[src/rtl/fbsag_pkg.sv]
package fbsag_pkg;
   localparam int DIM_W   = 16;
   localparam int NUM_BUF = 2;
   localparam int IDX_W   = 3;

   localparam logic [IDX_W-1:0] IDX_GEOM   = 3'd0;
   localparam logic [IDX_W-1:0] IDX_FMT    = 3'd1;
   localparam logic [IDX_W-1:0] IDX_SEL    = 3'd2;
   localparam logic [IDX_W-1:0] IDX_PITCH  = 3'd3;
   localparam logic [IDX_W-1:0] IDX_BASE_A = 3'd4;

   typedef enum logic [2:0] {
      PF_ARGB32 = 3'd0,
      PF_RGB24  = 3'd1,
      PF_R5G6B5 = 3'd2,
      PF_R5G5B5 = 3'd3,
      PF_ARGB16 = 3'd4
   } pix_fmt_e;
endpackage

[src/rtl/fbsag_bpp.sv]
module fbsag_bpp
   import fbsag_pkg::*;
(
   input  logic [2:0] fmt_code,
   output logic [2:0] bytes_pp
);
   always_comb begin
      case (fmt_code)
         PF_RGB24:                       bytes_pp = 3'd3;
         PF_R5G6B5, PF_R5G5B5, PF_ARGB16: bytes_pp = 3'd2;
         default:                        bytes_pp = 3'd4;
      endcase
   end
endmodule

[src/rtl/fbsag_regs.sv]
module fbsag_regs
   import fbsag_pkg::*;
#(
   parameter int          ADDR_W     = 32,
   parameter int          RST_WIDTH  = 480,
   parameter int          RST_HEIGHT = 400,
   parameter int          RST_PITCH  = 1440,
   parameter int          RST_FMT    = 1,
   parameter logic [31:0] RST_BASE_A = 32'h0,
   parameter logic [31:0] RST_BASE_B = 32'h0
)(
   input  logic              clk,
   input  logic              rst_n,
   input  logic              wr_en,
   input  logic [IDX_W-1:0]  wr_idx,
   input  logic [31:0]       wr_data,
   input  logic [IDX_W-1:0]  rd_idx,
   output logic [31:0]       rd_data,
   output logic [DIM_W-1:0]  width,
   output logic [DIM_W-1:0]  height,
   output logic [2:0]        fmt,
   output logic              sel,
   output logic [ADDR_W-1:0] pitch,
   output logic [ADDR_W-1:0] base_a,
   output logic [ADDR_W-1:0] base_b
);
   localparam logic [NUM_BUF-1:0][31:0] BASE_RST = {RST_BASE_B, RST_BASE_A};

   logic [ADDR_W-1:0] base_q [NUM_BUF];

   always_ff @(posedge clk or negedge rst_n) begin
      if (!rst_n) begin
         width  <= DIM_W'(RST_WIDTH);
         height <= DIM_W'(RST_HEIGHT);
         fmt    <= 3'(RST_FMT);
         sel    <= 1'b0;
         pitch  <= ADDR_W'(RST_PITCH);
      end else if (wr_en) begin
         case (wr_idx)
            IDX_GEOM:  {height, width} <= wr_data;
            IDX_FMT:   fmt   <= wr_data[2:0];
            IDX_SEL:   sel   <= wr_data[0];
            IDX_PITCH: pitch <= wr_data[ADDR_W-1:0];
            default: ;
         endcase
      end
   end

   for (genvar b = 0; b < NUM_BUF; b++) begin : g_base
      localparam logic [IDX_W-1:0] MY_IDX = IDX_BASE_A + IDX_W'(b);
      always_ff @(posedge clk or negedge rst_n) begin
         if (!rst_n)
            base_q[b] <= BASE_RST[b][ADDR_W-1:0];
         else if (wr_en && wr_idx == MY_IDX)
            base_q[b] <= wr_data[ADDR_W-1:0];
      end
   end

   assign base_a = base_q[0];
   assign base_b = base_q[1];

   always_comb begin
      case (rd_idx)
         IDX_GEOM:          rd_data = {height, width};
         IDX_FMT:           rd_data = {29'd0, fmt};
         IDX_SEL:           rd_data = {31'd0, sel};
         IDX_PITCH:         rd_data = 32'(pitch);
         IDX_BASE_A:        rd_data = 32'(base_q[0]);
         IDX_BASE_A + 3'd1: rd_data = 32'(base_q[1]);
         default:           rd_data = 32'd0;
      endcase
   end
endmodule

[src/rtl/fbsag_walker.sv]
module fbsag_walker
   import fbsag_pkg::*;
#(
   parameter int ADDR_W = 32
)(
   input  logic              clk,
   input  logic              rst_n,
   input  logic              frame_start,
   input  logic              pix_adv,
   input  logic [DIM_W-1:0]  cfg_width,
   input  logic [DIM_W-1:0]  cfg_height,
   input  logic [ADDR_W-1:0] cfg_pitch,
   input  logic [ADDR_W-1:0] cfg_base,
   input  logic [2:0]        cfg_bpp,
   output logic              valid,
   output logic [ADDR_W-1:0] addr,
   output logic              sof,
   output logic              eol,
   output logic              eof,
   output logic [2:0]        frm_bpp
);
   logic [DIM_W-1:0]  col_q, row_q, w_q, h_q;
   logic [ADDR_W-1:0] row_base_q, col_off_q, pitch_q;
   logic [2:0]        bpp_q;
   logic              act_q;
   logic              last_col, last_row;

   assign last_col = (col_q == w_q - DIM_W'(1));
   assign last_row = (row_q == h_q - DIM_W'(1));

   always_ff @(posedge clk or negedge rst_n) begin
      if (!rst_n) begin
         act_q      <= 1'b0;
         col_q      <= '0;
         row_q      <= '0;
         w_q        <= '0;
         h_q        <= '0;
         row_base_q <= '0;
         col_off_q  <= '0;
         pitch_q    <= '0;
         bpp_q      <= '0;
      end else if (frame_start) begin
         act_q      <= (cfg_width != '0) && (cfg_height != '0);
         col_q      <= '0;
         row_q      <= '0;
         w_q        <= cfg_width;
         h_q        <= cfg_height;
         row_base_q <= cfg_base;
         col_off_q  <= '0;
         pitch_q    <= cfg_pitch;
         bpp_q      <= cfg_bpp;
      end else if (act_q && pix_adv) begin
         if (last_col) begin
            col_q      <= '0;
            col_off_q  <= '0;
            row_q      <= row_q + DIM_W'(1);
            row_base_q <= row_base_q + pitch_q;
            if (last_row) act_q <= 1'b0;
         end else begin
            col_q     <= col_q + DIM_W'(1);
            col_off_q <= col_off_q + ADDR_W'(bpp_q);
         end
      end
   end

   assign valid   = act_q;
   assign addr    = row_base_q + col_off_q;
   assign sof     = act_q && (col_q == '0) && (row_q == '0);
   assign eol     = act_q && last_col;
   assign eof     = act_q && last_col && last_row;
   assign frm_bpp = bpp_q;
endmodule

[src/rtl/fb_scan_addr_gen.sv]
module fb_scan_addr_gen
   import fbsag_pkg::*;
#(
   parameter int          ADDR_W     = 32,
   parameter int          RST_WIDTH  = 480,
   parameter int          RST_HEIGHT = 400,
   parameter int          RST_PITCH  = 1440,
   parameter int          RST_FMT    = 1,
   parameter logic [31:0] RST_BASE_A = 32'h0,
   parameter logic [31:0] RST_BASE_B = 32'h0
)(
   input  logic              clk,
   input  logic              rst_n,
   input  logic              cfg_wr_en,
   input  logic [2:0]        cfg_wr_idx,
   input  logic [31:0]       cfg_wr_data,
   input  logic [2:0]        cfg_rd_idx,
   output logic [31:0]       cfg_rd_data,
   input  logic              frame_start,
   input  logic              pix_adv,
   output logic              pix_valid,
   output logic [ADDR_W-1:0] pix_addr,
   output logic              pix_sof,
   output logic              pix_eol,
   output logic              pix_eof
);
   if (ADDR_W < 16 || ADDR_W > 32) begin : g_bad_addr_w
      $error("fb_scan_addr_gen: ADDR_W must lie in 16..32");
   end
   if (RST_FMT < 0 || RST_FMT > 7) begin : g_bad_fmt
      $error("fb_scan_addr_gen: RST_FMT must fit in 3 bits");
   end

   logic [DIM_W-1:0]  r_width, r_height;
   logic [2:0]        r_fmt, r_bpp, frm_bpp;
   logic              r_sel;
   logic [ADDR_W-1:0] r_pitch, r_base_a, r_base_b, chosen_base;

   fbsag_regs #(
      .ADDR_W(ADDR_W), .RST_WIDTH(RST_WIDTH), .RST_HEIGHT(RST_HEIGHT),
      .RST_PITCH(RST_PITCH), .RST_FMT(RST_FMT),
      .RST_BASE_A(RST_BASE_A), .RST_BASE_B(RST_BASE_B)
   ) u_regs (
      .clk(clk), .rst_n(rst_n),
      .wr_en(cfg_wr_en), .wr_idx(cfg_wr_idx), .wr_data(cfg_wr_data),
      .rd_idx(cfg_rd_idx), .rd_data(cfg_rd_data),
      .width(r_width), .height(r_height), .fmt(r_fmt), .sel(r_sel),
      .pitch(r_pitch), .base_a(r_base_a), .base_b(r_base_b)
   );

   fbsag_bpp u_bpp (.fmt_code(r_fmt), .bytes_pp(r_bpp));

   assign chosen_base = r_sel ? r_base_b : r_base_a;

   fbsag_walker #(.ADDR_W(ADDR_W)) u_walk (
      .clk(clk), .rst_n(rst_n),
      .frame_start(frame_start), .pix_adv(pix_adv),
      .cfg_width(r_width), .cfg_height(r_height), .cfg_pitch(r_pitch),
      .cfg_base(chosen_base), .cfg_bpp(r_bpp),
      .valid(pix_valid), .addr(pix_addr), .sof(pix_sof),
      .eol(pix_eol), .eof(pix_eof), .frm_bpp(frm_bpp)
   );
endmodule

[config.mk]
export PLATFORM = sky130hd
export DESIGN_NAME = fb_scan_addr_gen
export DESIGN_NICKNAME = d
export VERILOG_FILES = /design/src/rtl/fbsag_pkg.sv /design/src/rtl/fbsag_bpp.sv /design/src/rtl/fbsag_regs.sv /design/src/rtl/fbsag_walker.sv /design/src/rtl/fb_scan_addr_gen.sv
export SDC_FILE = /design/constraint.sdc
export NUM_CORES = 1
export LEC_CHECK = 0
export BUFFER_PORTS_ARGS = -buffer_cell sky130_fd_sc_hd__buf_2
export CAP_MARGIN = 20
export CELL_PAD_IN_SITES_DETAIL_PLACEMENT = 0
export CELL_PAD_IN_SITES_GLOBAL_PLACEMENT = 1
export CORE_MARGIN = 1.5
export CORE_UTILIZATION = 53
export CTS_CLUSTER_SIZE = 8
export DETAILED_ROUTE_END_ITERATION = 16
export PLACE_DENSITY = 0.83
export SETUP_SLACK_MARGIN = 0.1
export SYNTH_ARGS = -nofsm -noshare
export SYNTH_HDL_FRONTEND = slang
export SYNTH_SLANG_ARGS = --single-unit
[constraint.sdc]
create_clock -name clk -period 10.94 [get_ports clk]
set_input_delay 2.735 -clock clk [delete_from_list [all_inputs] [get_ports clk]]
set_output_delay 2.735 -clock clk [all_outputs]
set_load 0.05 [all_outputs]
==> impl_metrics.tcl, run 1 <==
set metrics [dict create \
    internal-power_mw 2.698 \
    final_common_cell "dfrtp_1" \
    port_buffers 110 \
    drtAntennaViolNets 0 \
    synth_edf_count 0 \
    overflow 0 \
    synth.cell_area_sq_mm 0.01765 \
    crit_path_end_kind "primary output" \
    syn_area_per_cell_sq_um 10.05 \
    setup_viol_count_final 0 \
    fin_crit_ns 7.115 \
    pwr-share-clk_pct 27.0 \
    layout.area.seq_sq_mm 0.007423 \
    synth_top_cells_by_area "dfrtp_1 40%, mux2_2 12%, ha_1 5.0%" \
    routabilityCongestion 0.8584 \
    layout-drive-gt1-share_pct 21.78 \
    hold_end "u_walk.frm_bpp[2]$_DFFE_PN0P_" \
    grtUsageTotal_pct 28.73 \
    first_global_vias 13550 \
    yosysTopAreaCell "dfrtp_1" \
    arrival_ns 4.38 \
    dpl.hpwl_microns 34460 \
    cts_root_buffer "clkbuf_16" \
    r2r_end "u_walk.row_base_q[21]$_DFFE_PN0P_" \
    post_cts_buffers 0 \
    post_cts_resized 0 \
    synthArstFlopShare_pct 100.0 \
    synth_top_area_share_pct 40.26 \
    final_cell_mix "283 x dfrtp_1, 195 x mux2_2, 139 x nand2_1, 131 x o21ai_0, 108 x buf_2" \
    max-slew-margin-rel_pct 36.58 \
    swShare_pct 39.07 \
    ir_drop_uv 140.6 \
    tns_ns 0 \
    grt_setup_unrepaired "no" \
    ys.flop_type "dfrtp_1" \
    ios 111 \
    max-clock-path-buffers 3 \
    skew_ns 0.02013 \
    hold_viol_final 0 \
    drt_pre_antenna_iters 5 \
    nets 1966 \
    yosysWarnings 0 \
    start_util_pct 53.98 \
    coreArea_sq_mm 0.03270 \
    finalCritPeriodShare_pct 65.03 \
    antenna_found_initial 1 \
    tritoncts "built" \
    route.detailed.drc 0 \
    cp.required_ns 8.21 \
    ff2ff_setup_slack_ns 6.78 \
    slew_viol_final 0 \
    fp.dieArea_sq_mm 0.03441 \
    clk_pin_slew_worst_paths_ns 0.05 \
    cap_violations 0 \
    yosys.cell_types.count 73 \
    viasPerCell 6.164 \
    ys_seq_area_share_pct 42.04 \
    cts_hold_buf 0 \
    grt_max_degree 99 \
    clock_latency_ns 0.53 \
    via_count 14270 \
    fmax_ghz 0.1406 \
    min_path_cells 1 \
    drt_wl_total_microns 48510 \
    cts.sinks 296 \
    holdCritPathClass "flip-flop to flip-flop" \
    placedCellCount 2245 \
    reg2reg_depth 10 \
    min_from "u_walk.frm_bpp[2]$_DFFE_PN0P_" \
    seq_power_share_pct 36.8 \
    diodes 0 \
    area_growth_pct 12.31 \
    syn-num-nets 1874 \
    multi_input_comb_area_sq_mm 0.009748 \
    instances_no_fill 2315 \
    die_x_microns 185.5 \
    htree_num_levels 2 \
    wl_per_cell_microns 20.96 \
    grt_pass1_wl_microns 76400 \
    p_leak_nw 8.783 \
    cts_made_buffers 42 \
    tightest_slew_ns 0.9513 \
    p_sw_mw 1.731 \
    synthCells 1757 \
    r2r-start "u_walk.w_q[2]$_DFFE_PN0P_" \
    cp-start-kind "primary input" \
    drt_iter0_drc 1225 \
    path_class "primary input to primary output" \
    synth-seq-cells 296 \
    p_comb_share_pct 36.2 \
    rows 66 \
    fillCellCount 2770 \
    dieHeight_microns 185.5 \
    power_density_mw_per_mm2 223.4 \
    cp_max_fo 22 \
    status "finished, final reports clean" \
]
[Yosys cell counts, types with 7 or more instances]
master and count:
nor2_1 102, o31ai_1 19, xnor2_1 69, dfstp_2 12, and2_1 9, nand3_1 45, nor4b_1 7, o31a_1 7
o21ai_0 131, nand2b_1 18, or3_1 11, a31oi_1 15, nand4_1 22, nor3_1 31, nand2_1 139, and3_1 29
dfrtp_1 284, buf_2 9, mux2_2 195, clkbuf_1 62, o21a_1 15, a21oi_1 75, or2_2 8, nor2b_1 22
inv_1 44, a21o_1 30, mux2i_1 34, xor2_1 38, a211oi_1 12, o22ai_1 8, a22oi_1 64, o211ai_1 10
nor4_1 20, ha_1 71
[logic make-up (layout without fill, tap and decap cells)]
family | count (synthesis) | count (layout) | synth area share, %
multiplexers | 229 | 229 | 14.37
flip-flops | 296 | 296 | 42.04
AO/OA/AOI/OAI | 431 | 431 | 15.73
AND/OR/NAND/NOR | 495 | 495 | 14.32
XOR/XNOR | 107 | 107 | 5.309
buffers and inverters | 125 | 241 | 2.849
adder cells (fa/ha/maj) | 74 | 74 | 5.372
[metrics by stage]
step | instance area (sq um) | worst slack (ns) | power (mW) | utilization [%] | hold WS (ns)
6_report | 19830 | 3.825 | 4.429 | 60.63 | 0.4840
5_1_grt | 19830 | 3.802 | 4.668 | 60.63 | 0.5137
4_1_cts | 19770 | 3.418 | 4.425 | 60.46 | 0.4877
3_5_place_dp | 18580 | 3.472 | 3.213 | 56.81 | 0.4737
3_3_place_gp | 18580 | 3.555 | 3.190 | 56.81 | 0.4777
2_1_floorplan | 17650 | 3.789 | 2.760 | - | 0.4573
[state kept, by name, indices dropped and copies added, names as in the netlist]
signal             flops
u_regs.pitch          32
u_walk.col_off_q      32
u_walk.pitch_q        32
u_regs.width          16
u_regs.height         16
u_walk.row_q          16
u_walk.row_base_q     32
u_walk.w_q            16
u_walk.col_q          16
u_regs.fmt             3
u_regs.base_b         32
u_walk.valid           1
u_walk.h_q            16
u_regs.base_a         32
u_regs.sel             1
u_walk.frm_bpp         3
[cell type report]
| cell class | count | area share [%] |
|---|---|---|
| Multi-Input combinational cell | 1336 | 49.17 |
| Sequential cell | 296 | 37.44 |
| Clock buffer | 66 | 5.863 |
| Timing Repair Buffer | 128 | 3.723 |
| Tap cell | 442 | 2.789 |
| Inverter | 45 | 0.8520 |
| Clock inverter | 2 | 0.1641 |
[worst max path at each step]
stage,startpoint,end,slack [ns]
6_report,cfg_rd_idx[0],cfg_rd_data[30],3.83
5_1_grt,cfg_rd_idx[0],cfg_rd_data[25],3.80
4_1_cts,cfg_rd_idx[0],cfg_rd_data[26],3.42
3_5_place_dp,cfg_rd_idx[0],cfg_rd_data[26],3.47
3_3_place_gp,cfg_rd_idx[0],cfg_rd_data[30],3.56
2_1_floorplan,cfg_rd_idx[0],cfg_rd_data[10],3.79
[routing by layer]
| layer | share of wire (%) | vias up | track usage [%] |
|---|---|---|---|
| li1 | - | 6645 | - |
| met1 | 48 | 7059 | 43.26 |
| met2 | 43 | 486 | 42.22 |
| met3 | 7.0 | 77 | 4.715 |
| met4 | 2.4 | 2 | 8.618 |
| met5 | 0.027 | - | 0.5926 |
[worst max-delay path: stages]
cell and delay, ns:
buf_2 0.21, nor2b_1 0.26, and2_1 0.45, buf_16 0.22
a22oi_1 0.09, nand2_1 0.11, buf_2 0.27
[power by group through the flow]
| stage | Combinational [mW] | Sequential (mW) | Clock, mW |
|---|---|---|---|
| 2_1_floorplan | 1.28 | 1.48 | 0 |
| 3_3_place_gp | 1.56 | 1.63 | 0 |
| 3_5_place_dp | 1.58 | 1.63 | 0 |
| 4_1_cts | 1.60 | 1.62 | 1.21 |
| 5_1_grt | 1.76 | 1.65 | 1.26 |
| 6_report | 1.60 | 1.63 | 1.20 |
No activity file was read; power rests on OpenSTA's default activity.
==> run 2: changes to the inputs <==
--- a/config.mk
+++ b/config.mk
@@ -10,10 +10,10 @@
 export CELL_PAD_IN_SITES_DETAIL_PLACEMENT = 0
 export CELL_PAD_IN_SITES_GLOBAL_PLACEMENT = 1
 export CORE_MARGIN = 1.5
-export CORE_UTILIZATION = 53
+export CORE_UTILIZATION = 49
 export CTS_CLUSTER_SIZE = 8
 export DETAILED_ROUTE_END_ITERATION = 16
-export PLACE_DENSITY = 0.83
+export PLACE_DENSITY = 0.77
 export SETUP_SLACK_MARGIN = 0.1
 export SYNTH_ARGS = -nofsm -noshare
 export SYNTH_HDL_FRONTEND = slang
==> constraint.sdc (replaced) <==
create_clock -name clk -period 6.9 [get_ports clk]
set_input_delay 1.725 -clock clk [delete_from_list [all_inputs] [get_ports clk]]
set_output_delay 1.725 -clock clk [all_outputs]
set_load 0.05 [all_outputs]
==> impl_metrics.tcl, run 2 (synthesis gave the netlist of run 1 again) <==
set metrics [dict create \
    cts_root_buffer "clkbuf_16" \
    crit_chain "ha_1 > inv_1 > fa_1 > nor2b_1 > o2111ai_1 > and3b_1 > o21ai_0 > and3_1 > o31a_1 > a2111o_1 > a21oi_1 > xnor2_1 > buf_2" \
    drtAntennaViolNets 0 \
    cap_violations 0 \
    cts_hold_buf 0 \
    fin_crit_ns 5.524 \
    ios 111 \
    setup_slack_ns 1.376 \
    placedCellCount 2263 \
    routabilityCongestion 0.8718 \
    via_count 14180 \
    fmax_ghz 0.1810 \
    cp_top_family "compound AO/OA/AOI/OAI gates" \
    layout-drive-gt1-share_pct 21.73 \
    antenna_found_initial 2 \
    ir_drop_uv 312.3 \
    grtUsageTotal_pct 26.63 \
    grt_pass1_wl_microns 76860 \
    clock_latency_ns 0.54 \
    grt_max_degree 168 \
    critPathSlowestCell "dfrtp_1" \
    stdcell_area_sq_mm 0.01986 \
    first_global_vias 13540 \
    max-clock-path-buffers 3 \
    area_growth_pct 12.51 \
    place_area_sq_mm 0.01861 \
    power_density_mw_per_mm2 354.2 \
    tritoncts "built" \
    path_buf_inv 2 \
    fillCellCount 3170 \
    layout.area.seq_sq_mm 0.007423 \
    cts.sinks 296 \
    ff2ff_setup_slack_ns 2.73 \
    grt_setup_unrepaired "no" \
    tns_ns 0 \
    cts_made_buffers 42 \
    cp-start-kind "flip-flop" \
    drt_pre_antenna_iters 5 \
    p_leak_nw 8.784 \
    skew_ns 0.01402 \
    status "finished, final reports clean" \
    rows 69 \
    clk_pin_slew_worst_paths_ns 0.05 \
    die_x_microns 192.8 \
    wl_per_cell_microns 20.88 \
    crit_path_end_kind "primary output" \
    setup_viol_count_final 0 \
    hold_viol_final 0 \
    htree_num_levels 2 \
    final_common_cell "dfrtp_1" \
    cp.required_ns 5.18 \
    tightest_slew_ns 1.120 \
    arrival_ns 3.80 \
    finish.utilization_pct 55.98 \
    critPathMaxStageDelay_ns 0.40 \
    port_buffers 110 \
    fp.dieArea_sq_mm 0.03717 \
    cp_max_fo 3 \
    multi_input_comb_area_sq_mm 0.009748 \
    nets 1965 \
    hold_slack_ns 0.4819 \
    dieHeight_microns 192.8 \
    power.total_mw 7.035 \
    viasPerCell 6.075 \
    final_cell_mix "283 x dfrtp_1, 195 x mux2_2, 139 x nand2_1, 131 x o21ai_0, 108 x buf_2" \
    start_util_pct 49.75 \
    post_cts_resized 0 \
    drt_wl_total_microns 48760 \
    route.detailed.drc 0 \
    drt_iter0_drc 991 \
    path_class "flip-flop to primary output" \
    slew_viol_final 0 \
    overflow 0 \
    post_cts_buffers 0 \
    dpl.hpwl_microns 34830 \
    holdCritPathClass "flip-flop to flip-flop" \
    pre_cts_ws_ns 1.433 \
    max-slew-margin-rel_pct 25.23 \
    instances_no_fill 2335 \
    finalCritPeriodShare_pct 80.06 \
    coreArea_sq_mm 0.03548 \
]
run 2: worst register-to-register path, cell delays in order, from the launching register on:
cell and delay (ns):
dfrtp_1 0.53, nor3_4 0.44, nand2_1 0.15, or4_1 0.51, a2111oi_0 0.49, o2111a_1 0.57, nand3_1 0.46, nand2_1 0.18
buf_4 0.39, o221ai_1 0.20, o21a_1 0.14
run 2: layout make-up:
cell class                      count  share of cell area (%)
Antenna cell                        1                 0.01260
Clock inverter                      2                  0.1638
Sequential cell                   296                   37.38
Tap cell                          461                   2.904
Multi-Input combinational cell   1336                   49.08
Timing Repair Buffer              127                   3.742
Clock buffer                       67                   5.871
Inverter                           45                  0.8504
run 2: final timing paths:
kind | from | end | cells past startpoint
min | u_walk.frm_bpp[2]$_DFFE_PN0P_ | u_walk.frm_bpp[2]$_DFFE_PN0P_ | 1
max | u_walk.col_off_q[0]$_DFFE_PN0P_ | pix_addr[30] | 13
min in group asynchronous | rst_n | u_walk.col_off_q[1]$_DFFE_PN0P_ | 1
max in group asynchronous | rst_n | u_regs.base_a[23]$_DFFE_PN0P_ | 2
min reg2reg | u_walk.frm_bpp[2]$_DFFE_PN0P_ | u_walk.frm_bpp[2]$_DFFE_PN0P_ | 1
max reg2reg | u_walk.w_q[2]$_DFFE_PN0P_ | u_walk.row_base_q[21]$_DFFE_PN0P_ | 10
run 2: routing by layer:
| metal | share of wire [%] | track usage [%] | vias up |
|---|---|---|---|
| met4 | 2.1 | 6.768 | 0 |
| met2 | 42 | 39.22 | 437 |
| met1 | 49 | 40.82 | 7021 |
| met3 | 6.1 | 3.619 | 75 |
| met5 | 0 | 0 | - |
| li1 | - | - | 6651 |
run 2: report_power, final:
| group | switching (mW) | leakage (nW) | total [mW] | internal (mW) |
|---|---|---|---|---|
| registers | 0.483 | 3.66 | 2.59 | 2.10 |
| logic | 1.51 | 4.55 | 2.54 | 1.03 |
| clock network | 0.759 | 0.572 | 1.91 | 1.15 |
| total | 2.75 | 8.78 | 7.03 | 4.28 |
==> run 3: changes to the inputs <==
--- a/config.mk
+++ b/config.mk
@@ -5,15 +5,16 @@
 export SDC_FILE = /design/constraint.sdc
 export NUM_CORES = 1
 export LEC_CHECK = 0
+export ABC_AREA = 1
 export BUFFER_PORTS_ARGS = -buffer_cell sky130_fd_sc_hd__buf_2
 export CAP_MARGIN = 20
 export CELL_PAD_IN_SITES_DETAIL_PLACEMENT = 0
 export CELL_PAD_IN_SITES_GLOBAL_PLACEMENT = 1
 export CORE_MARGIN = 1.5
-export CORE_UTILIZATION = 49
+export CORE_UTILIZATION = 46
 export CTS_CLUSTER_SIZE = 8
 export DETAILED_ROUTE_END_ITERATION = 16
-export PLACE_DENSITY = 0.77
+export PLACE_DENSITY = 0.78
 export SETUP_SLACK_MARGIN = 0.1
 export SYNTH_ARGS = -nofsm -noshare
 export SYNTH_HDL_FRONTEND = slang
==> constraint.sdc (replaced) <==
create_clock -name clk -period 5.14 [get_ports clk]
set_input_delay 1.285 -clock clk [delete_from_list [all_inputs] [get_ports clk]]
set_output_delay 1.285 -clock clk [all_outputs]
set_load 0.05 [all_outputs]
==> impl_metrics.tcl, run 3 <==
set metrics [dict create \
    status "finished, final reports clean" \
    cap_violations 0 \
    pwr-share-clk_pct 28.2 \
    max-clock-path-buffers 3 \
    setup_viol_count_final 0 \
    overflow 0 \
    viasPerCell 5.517 \
    grt_max_degree 105 \
    cp-start-kind "flip-flop" \
    syn-num-nets 2773 \
    synthCells 2656 \
    dpl.hpwl_microns 47320 \
    fillCellCount 4064 \
    hold_slack_ns 0.4809 \
    grt_pass1_wl_microns 97900 \
    fmax_ghz 0.2137 \
    clk_pin_slew_worst_paths_ns 0.05 \
    syn_area_per_cell_sq_um 7.152 \
    finalCritPeriodShare_pct 91.05 \
    critPathMaxStageDelay_ns 0.46 \
    route.detailed.drc 0 \
    internal-power_mw 5.337 \
    synth.cell_area_sq_mm 0.01900 \
    yosys.cell_types.count 49 \
    port_buffers 110 \
    yosysTopAreaCell "dfrtp_1" \
    drt_wl_total_microns 63330 \
    ios 111 \
    cp.required_ns 3.86 \
    fp.dieArea_sq_mm 0.04252 \
    critPathSlowestCell "fa_1" \
    cts_root_buffer "clkbuf_16" \
    wl_per_cell_microns 19.27 \
    final_common_cell "nand2_1" \
    layout-drive-gt1-share_pct 9.038 \
    synth_most_common_cell "nand2_1" \
    grt_setup_unrepaired "no" \
    via_count 18140 \
    coreArea_sq_mm 0.04083 \
    cts.sinks 296 \
    rows 74 \
    nets 2855 \
    hold_viol_final 0 \
    synth_top_area_share_pct 37.41 \
    cp_max_fo 3 \
    p_comb_share_pct 36.7 \
    start_util_pct 46.52 \
    cp_common_cell "nand2_1" \
    arrival_ns 3.39 \
    tritoncts "built" \
    synth-seq-cells 296 \
    drt_iter0_drc 1469 \
    max-slew-margin-rel_pct 30.81 \
    htree_num_levels 2 \
    post_cts_buffers 0 \
    grtUsageTotal_pct 30.29 \
    ir_drop_uv 297.7 \
    routabilityCongestion 0.8912 \
    path_class "flip-flop to primary output" \
    skew_ns 0.01853 \
    tightest_slew_ns 1.027 \
    synth_commonest_cells "822 x nand2_1, 284 x dfrtp_1, 283 x o21ai_0" \
    power.total_mw 9.251 \
    drtAntennaViolNets 0 \
    holdCritPathClass "flip-flop to flip-flop" \
    power_density_mw_per_mm2 432.9 \
    ys.flop_type "dfrtp_1" \
    swShare_pct 42.31 \
    p_leak_nw 10.87 \
    place_area_sq_mm 0.02016 \
    antenna_found_initial 2 \
    finish.utilization_pct 52.34 \
    stdcell_area_sq_mm 0.02137 \
    drt_pre_antenna_iters 5 \
    fin_crit_ns 4.680 \
    yosysWarnings 0 \
    p_sw_mw 3.914 \
    die_x_microns 206.2 \
    cts_made_buffers 43 \
    ff2ff_setup_slack_ns 2.08 \
    synthArstFlopShare_pct 100.0 \
    crit_chain "ha_1 > inv_1 > fa_1 > o21ai_0 > a21oi_1 > o21ai_0 > nand2_1 > nand2_1 > nand3_1 > nand2_1 > xor2_1 > buf_2" \
    synth_edf_count 0 \
    crit_path_end_kind "primary output" \
    dieHeight_microns 206.2 \
    cts_hold_buf 0 \
    slew_viol_final 0 \
    ys_seq_area_share_pct 39.07 \
    first_global_vias 16980 \
    seq_power_share_pct 35.2 \
    post_cts_resized 0 \
    tns_ns 0 \
    final_cell_mix "819 x nand2_1, 283 x o21ai_0, 283 x dfrtp_1, 281 x inv_1, 168 x nand3_1" \
    synth_top_cells_by_area "dfrtp_1 37%, nand2_1 16%, o21ai_0 7.5%" \
    clock_latency_ns 0.57 \
    diodes 0 \
    area_growth_pct 12.51 \
]
[run 3: cells by family after synthesis]
family | count (synthesis) | share of synthesized area (%)
DFF | 296 | 39.07
adders and majority gates | 74 | 4.993
and+or+nand+nor | 1293 | 28.46
xor gates and xnor gates | 107 | 4.933
AOI/OAI and AO/OA | 502 | 14.54
buffers and inverters | 384 | 7.996
[run 3: cell type report]
type                            instances  area, sq um  area share [%]
Multi-Input combinational cell       1976        10070           47.14
Sequential cell                       296         7423           34.73
Clock buffer                           58         1154           5.398
Inverter                              287         1079           5.047
Timing Repair Buffer                  134        938.4           4.391
Tap cell                              532        665.6           3.115
Clock inverter                          4        37.54          0.1756
[run 3: through the flow]
stage	worst slack [ns]	cells
after global routing	0.2356	3287
after floorplan	0.8982	2656
after global placement	1.003	3223
final	0.4600	3287
after CTS	0.3884	3286
after detailed placement	0.9792	3224
[run 3: path summary, 6_finish.rpt]
check                                                       from                           endpoint  depth (start not counted)
worst min-delay path               u_regs.base_b[23]$_DFFE_PN0P_      u_regs.base_b[23]$_DFFE_PN0P_                          2
min in group asynchronous                                  rst_n       u_regs.base_b[2]$_DFFE_PN0P_                          1
max in group asynchronous                                  rst_n  u_walk.row_base_q[19]$_DFFE_PN0P_                          2
worst max register to register         u_walk.w_q[1]$_DFFE_PN0P_        u_walk.col_q[1]$_DFFE_PN0P_                         14
worst max-delay path            u_walk.row_base_q[0]$_DFFE_PN0P_                       pix_addr[30]                         12
worst min register to register     u_regs.base_b[23]$_DFFE_PN0P_      u_regs.base_b[23]$_DFFE_PN0P_                          2
[run 3: routing by layer]
metal	vias up	GRT usage [%]	share of wire [%]
met1	8647	42.57	46
met4	0	8.126	2.2
met5	-	0	0
met2	573	46.42	44
li1	8829	-	-
met3	86	7.442	7.8
[run 3: worst max-delay path: cells and delay by family (launching register included)]
kind,cells,cell delay (ns)
AOI/OAI and AO/OA,3,0.87
adders and majority gates,2,0.65
and+or+nand+nor,4,0.45
DFF,1,0.38
buffers and inverters,2,0.34
xor gates and xnor gates,1,0.14
[run 3: power groups by stage]
stage | clock network, mW | logic [mW] | registers (mW)
finish | 2.60 | 3.39 | 3.25
global route | 2.75 | 3.79 | 3.30
CTS | 2.65 | 3.38 | 3.24
detailed placement | 0 | 3.36 | 3.27
global placement | 0 | 3.34 | 3.26
floorplan | 0 | 2.50 | 3.04
